==> config.mk <==
export PLATFORM = sky130hd
export DESIGN_NAME = trap_entry_unit
export DESIGN_NICKNAME = d
export VERILOG_FILES = /design/src/rtl/trap_pkg.sv /design/src/rtl/trap_route.sv /design/src/rtl/trap_vector.sv /design/src/rtl/trap_entry_unit.sv
export SDC_FILE = /design/constraint.sdc
export NUM_CORES = 1
export LEC_CHECK = 0
export BUFFER_PORTS_ARGS = -buffer_cell sky130_fd_sc_hd__clkbuf_2
export CAP_MARGIN = 5
export CORE_AREA = 2 2 172 174
export DETAILED_ROUTE_END_ITERATION = 10
export DIE_AREA = 0 0 174 176
export GPL_TIMING_DRIVEN = 0
export PLACE_DENSITY = 0.66
export SKIP_LAST_GASP = 1
export SYNTH_ARGS = -nofsm -noshare
export SYNTH_HDL_FRONTEND = slang
export SYNTH_SLANG_ARGS = --single-unit
==> constraint.sdc <==
create_clock -name clk -period 15.15 [get_ports clk]
set_input_delay 0.7575 -clock clk [delete_from_list [all_inputs] [get_ports clk]]
set_output_delay 0.7575 -clock clk [all_outputs]
set_load 0.02 [all_outputs]
==> src/rtl/trap_pkg.sv <==
package trap_pkg;

    typedef enum logic [1:0] {
        PRIV_U = 2'b00,
        PRIV_S = 2'b01,
        PRIV_M = 2'b11
    } priv_e;

    localparam int ECALL_BASE = 8;

    function automatic priv_e decode_priv(input logic [1:0] code);
        case (code)
            2'b01:   return PRIV_S;
            2'b11:   return PRIV_M;
            default: return PRIV_U;
        endcase
    endfunction

endpackage

==> src/rtl/trap_route.sv <==
module trap_route
    import trap_pkg::*;
#(
    parameter int XLEN    = 32,
    parameter int CAUSE_W = 6
) (
    input  priv_e               priv,
    input  logic                irq,
    input  logic [CAUSE_W-1:0]  cause,
    input  logic [XLEN-1:0]     addr,
    input  logic [XLEN-1:0]     int_deleg,
    input  logic [XLEN-1:0]     exc_deleg,
    output logic                to_sup,
    output logic [CAUSE_W-1:0]  eff_cause,
    output logic [XLEN-1:0]     tval
);
    localparam int IDX_W  = $clog2(XLEN);
    localparam int WIDE_W = CAUSE_W + IDX_W;

    logic [WIDE_W-1:0] wide_cause;
    logic [XLEN-1:0]   mask;
    logic              in_range;
    logic              addr_cause;

    // environment-call cause depends on the level that issued it
    always_comb begin
        eff_cause = cause;
        if (!irq && cause == CAUSE_W'(ECALL_BASE)) begin
            unique case (priv)
                PRIV_U: eff_cause = CAUSE_W'(ECALL_BASE);
                PRIV_S: eff_cause = CAUSE_W'(ECALL_BASE + 1);
                PRIV_M: eff_cause = CAUSE_W'(ECALL_BASE + 3);
                default: eff_cause = cause;
            endcase
        end
    end

    assign wide_cause = WIDE_W'(eff_cause);
    assign in_range   = wide_cause < WIDE_W'(XLEN);
    assign mask       = irq ? int_deleg : exc_deleg;
    assign to_sup     = (priv != PRIV_M) && in_range && mask[wide_cause[IDX_W-1:0]];

    always_comb begin
        case (wide_cause)
            WIDE_W'(0), WIDE_W'(1), WIDE_W'(4), WIDE_W'(5),
            WIDE_W'(6), WIDE_W'(7), WIDE_W'(12), WIDE_W'(13),
            WIDE_W'(15): addr_cause = 1'b1;
            default:     addr_cause = 1'b0;
        endcase
    end

    assign tval = (!irq && addr_cause) ? addr : '0;

endmodule

==> src/rtl/trap_vector.sv <==
module trap_vector #(
    parameter int XLEN    = 32,
    parameter int CAUSE_W = 6
) (
    input  logic [XLEN-1:0]    tvec,
    input  logic               irq,
    input  logic [CAUSE_W-1:0] cause,
    output logic [XLEN-1:0]    handler_pc
);
    localparam logic [1:0] MODE_VECTORED = 2'b01;

    logic [XLEN-1:0] base;
    logic [XLEN-1:0] offset;

    assign base       = {tvec[XLEN-1:2], 2'b00};
    assign offset     = (irq && tvec[1:0] == MODE_VECTORED) ? (XLEN'(cause) << 2) : '0;
    assign handler_pc = base + offset;

endmodule

==> src/rtl/trap_entry_unit.sv <==
module trap_entry_unit
    import trap_pkg::*;
#(
    parameter int XLEN    = 32,
    parameter int CAUSE_W = 6
) (
    input  logic               clk,
    input  logic               rst_n,
    input  logic               trap_valid_i,
    input  logic               trap_irq_i,
    input  logic [CAUSE_W-1:0] trap_cause_i,
    input  logic [XLEN-1:0]    trap_addr_i,
    input  logic [XLEN-1:0]    trap_pc_i,
    input  logic [XLEN-1:0]    int_deleg_i,
    input  logic [XLEN-1:0]    exc_deleg_i,
    input  logic [XLEN-1:0]    stvec_i,
    input  logic [XLEN-1:0]    mtvec_i,
    input  logic               ctx_load_i,
    input  logic [1:0]         ctx_priv_i,
    input  logic               ctx_sie_i,
    input  logic               ctx_mie_i,
    output logic [1:0]         priv_o,
    output logic               sie_o,
    output logic               spie_o,
    output logic               spp_o,
    output logic               mie_o,
    output logic               mpie_o,
    output logic [1:0]         mpp_o,
    output logic [XLEN-1:0]    scause_o,
    output logic [XLEN-1:0]    sepc_o,
    output logic [XLEN-1:0]    stval_o,
    output logic [XLEN-1:0]    mcause_o,
    output logic [XLEN-1:0]    mepc_o,
    output logic [XLEN-1:0]    mtval_o,
    output logic               redirect_o,
    output logic [XLEN-1:0]    redirect_pc_o
);
    localparam int PAD_W = XLEN - 1 - CAUSE_W;

    priv_e              priv_q, priv_d;
    logic               to_sup;
    logic [CAUSE_W-1:0] eff_cause;
    logic [XLEN-1:0]    tval_sel, tvec_sel, handler_pc, cause_word;

    trap_route #(.XLEN(XLEN), .CAUSE_W(CAUSE_W)) u_route (
        .priv      (priv_q),
        .irq       (trap_irq_i),
        .cause     (trap_cause_i),
        .addr      (trap_addr_i),
        .int_deleg (int_deleg_i),
        .exc_deleg (exc_deleg_i),
        .to_sup    (to_sup),
        .eff_cause (eff_cause),
        .tval      (tval_sel)
    );

    assign tvec_sel = to_sup ? stvec_i : mtvec_i;

    trap_vector #(.XLEN(XLEN), .CAUSE_W(CAUSE_W)) u_vec (
        .tvec       (tvec_sel),
        .irq        (trap_irq_i),
        .cause      (eff_cause),
        .handler_pc (handler_pc)
    );

    assign cause_word = {trap_irq_i, {PAD_W{1'b0}}, eff_cause};

    // privilege state register
    always_ff @(posedge clk) begin
        if (!rst_n) priv_q <= PRIV_M;
        else        priv_q <= priv_d;
    end

    // transitions: trap-to-supervisor, trap-to-machine, context-load, idle
    always_comb begin
        priv_d = priv_q;
        unique case (priv_q)
            PRIV_U, PRIV_S: begin
                if (trap_valid_i)    priv_d = to_sup ? PRIV_S : PRIV_M;
                else if (ctx_load_i) priv_d = decode_priv(ctx_priv_i);
            end
            PRIV_M: begin
                if (trap_valid_i)    priv_d = PRIV_M;
                else if (ctx_load_i) priv_d = decode_priv(ctx_priv_i);
            end
            default: priv_d = PRIV_M;
        endcase
    end

    // per-level trap registers and redirect outputs
    always_ff @(posedge clk) begin
        if (!rst_n) begin
            sie_o <= 1'b0; spie_o <= 1'b0; spp_o <= 1'b0;
            mie_o <= 1'b0; mpie_o <= 1'b0; mpp_o <= 2'b00;
            scause_o <= '0; sepc_o <= '0; stval_o <= '0;
            mcause_o <= '0; mepc_o <= '0; mtval_o <= '0;
            redirect_o <= 1'b0; redirect_pc_o <= '0;
        end else begin
            redirect_o <= trap_valid_i;
            if (trap_valid_i) begin
                redirect_pc_o <= handler_pc;
                if (to_sup) begin
                    spie_o   <= sie_o;
                    spp_o    <= (priv_q == PRIV_S);
                    sie_o    <= 1'b0;
                    scause_o <= cause_word;
                    sepc_o   <= trap_pc_i;
                    stval_o  <= tval_sel;
                end else begin
                    mpie_o   <= mie_o;
                    mpp_o    <= priv_q;
                    mie_o    <= 1'b0;
                    mcause_o <= cause_word;
                    mepc_o   <= trap_pc_i;
                    mtval_o  <= tval_sel;
                end
            end else if (ctx_load_i) begin
                sie_o <= ctx_sie_i;
                mie_o <= ctx_mie_i;
            end
        end
    end

    assign priv_o = priv_q;

endmodule

==> out/results.txt <==
DR pass1 iterations: 5
Seq pwr share: 42.9%
Critical R2R Launch: priv_o[0]
IO buf count: 385
Tot GR Track Use: 20.9%
Worst Skew: 0.0177 ns
RSZ-0062 raised after global routing: no
Peak supply drop: 0.0658 mV
Post-synth EDFFs: 0
Final period util: 40.5%
Vias: 8829
Post-synth ARST share: 0%
Power per cell area: 90.4 nW/um2
Switching Fraction: 30.9%
Status: complete, no violations
Clock sink count: 182
Top FF cell, synth: dfxtp_1
Number of CTS-inserted buffers: 17
Post_cts resized: 0
Clk network pwr share: 38.7%
WL/cell: 17.7 um
Clock Latency Late Sink: 0.43 ns
First-pass GRT wire length: 49900 um
#FFs+latches synth: 182
Pins Over Slew Limit: 0
Crit path kind: in -> reg
Rows: 62
Worst-Margin Slew: 0.937 ns
Final worst path period need: 6.14 ns
Initial antenna violation count: 2
Net Sw Power: 0.364 mW
DRC errors left: 0
Synth top area share: 37.2%
Placed Area: 12400 um2
FF-to-FF path depth: 20
Routed WL: 33000 um
Sequential area share after synthesis: 37.2%
Ports: 441
Clk slew on worst S/H paths: 0.07 ns
CP startpoint: trap_cause_i[3]
Largest net degree at the start of global routing: 21
Hpwl dp: 26400 um
Post-synth top cells: mux2i_1 (184), dfxtp_1 (182), nor2b_1 (153)
Initial drt markers: 412
Hold Path Origin: scause_o[5]
Filler cells: 2890
Clock Tree Root: clkbuf_16
Vias per cell: 4.72
Area leader, netlist: dfxtp_1
Total internal power: 0.813 mW
CTS tree: built
Starting density of the core: 34.3%
Full die area: 30600 um2
Worst Path Arrival: 6.44 ns
Type of origin of the critical path: primary input
Post-CTS Setup Bufs: 0
Setup slack, reg-to-reg: 9.23 ns
Hold_buf cts: 0
Syn. warnings: 0
Post-route cell area: 13000 um2
GP Congestion: 0.895
Cells after Synth: 1018
Die Y: 176 um
Final setup vio count: 0
Die X: 174 um
Highest Clock Rate: 0.163 GHz
Worst Setup EP: redirect_pc_o[31]
Worst-path maximum fanout: 10
Max-Cap Viols: 0
Min-delay worst type: reg -> reg
LEAKAGE: 5.94 nW
Cell variety after synth: 70
Fin. Hold Viols: 0
H-tree depth: 4
Grt ovf: 0
Core area: 28500 um2
Antenna-violating nets left: 0
Share of cells above drive strength 1: 35.0%
Nets: 1687
Comb pwr share: 18.4%
Post-Syn Area: 9800 um2
Setup TNS: 0 ns
CP Capture Type: register
Top-count cell post-synth: mux2i_1
Vias in the first global route: 8712
Worst flop-to-flop path endpoint: redirect_pc_o[31]
Avg Cell Area, Syn: 9.63 um2
CTS max path bufs: 2
Synth-to-Final Area Change: 32.7%
Worst path required time: 15.45 ns
Top cells by area, synth: dfxtp_1 (37%), mux2i_1 (19%), nor2b_1 (9.8%)
Slew HR: 35.9%
[power groups by stage]
stage                     logic, mW  registers, mW  clock network, mW
after floorplan               0.115          0.536                  0
after global placement        0.215          0.516                  0
after detailed placement      0.217          0.517                  0
after CTS                     0.217          0.505              0.468
after global routing          0.233          0.508              0.490
final                         0.216          0.505              0.455
[layer usage]
metal	vias up	part of all wire (%)	track usage, %	wire length (um)
li1	4336	-	-	-
met1	4123	43	25.9	14300
met2	330	48	36.1	15900
met3	40	6.5	5.28	2140
met4	0	2.1	5.81	694
met5	-	0	0	0
[cell usage in the layout (no fill, tap or decap), types with 13 or more instances in the layout]
cell type	n
conb_1	52
nor2_1	20
clkbuf_2	385
clkbuf_1	40
nor3_1	15
xnor2_1	25
mux2i_1	184
nand4_1	14
clkbuf_16	17
buf_4	62
nor2b_1	153
xor2_1	25
and2_1	33
o21ai_0	30
a21oi_1	13
nand3_1	22
mux2_2	13
dfxtp_1	182
nand2_1	27
nand3b_1	26
[stage by stage]
stage | instances | setup slack (ns) | power [mW] | utilization [%] | hold WS (ns)
after global placement | 1838 | 8.66 | 0.731 | 43.4 | 0.421
after global routing | 1871 | 8.55 | 1.23 | 45.6 | 0.457
after CTS | 1870 | 9.13 | 1.19 | 45.6 | 0.443
after floorplan | 1069 | 9.84 | 0.650 | - | 0.509
final | 1871 | 9.01 | 1.18 | 45.6 | 0.442
after detailed placement | 1838 | 8.67 | 0.733 | 43.4 | 0.430
[critical path, stage by stage]
cell	delay (ns)
clkbuf_2	0.09
buf_4	0.18
nor4b_2	0.71
a21o_1	0.19
buf_2	0.22
a211oi_1	0.07
a311o_1	0.34
a211o_1	0.34
nand2_2	0.22
mux2i_1	0.44
nor3_1	0.16
ha_1	0.33
a21o_1	0.15
a21o_1	0.21
a2111oi_0	0.86
or2_2	0.23
clkbuf_1	0.31
nor3_1	0.12
xor2_1	0.15
mux2i_1	0.23
o21ai_0	0.11
[flip-flops by register name, indices dropped and copies added (netlist names), 2 cells and up]
register and cells:
priv_o 2, scause_o 7, mpp_o 2, stval_o 32, mtval_o 32, mcause_o 7, mepc_o 32, sepc_o 32
redirect_pc_o 30
[layout make-up]
class                   instances  area, um2  area share, %
multi-input cells             755       5530           42.5
diodes                          1       2.50         0.0192
repair buffers                385       1930           14.8
flip-flops and latches        182       3640           28.0
plain buffers                 123        788           6.06
clock buffers                  17        425           3.27
inverters                       9       33.8          0.260
clock inverters                15        181           1.39
well taps                     384        480           3.69
[worst min path at each step]
stage | cells past startpoint | end
after floorplan | 2 | scause_o[5]
after global placement | 2 | scause_o[5]
after detailed placement | 2 | scause_o[5]
after CTS | 2 | scause_o[5]
after global routing | 2 | scause_o[5]
final | 2 | scause_o[5]
[logic make-up (layout without fill, tap and decap cells)]
kind of cell,count (synthesis),count (layout),synth area share [%]
fa+ha+maj,7,7,0.970
simple gates,352,352,21.7
other cells,1,53,0.0382
compound gates,97,97,7.01
buf+inv,132,549,8.38
mux,197,197,20.3
flops,182,182,37.2
xor+xnor,50,50,4.47
Power figures use the tool's default switching activity.
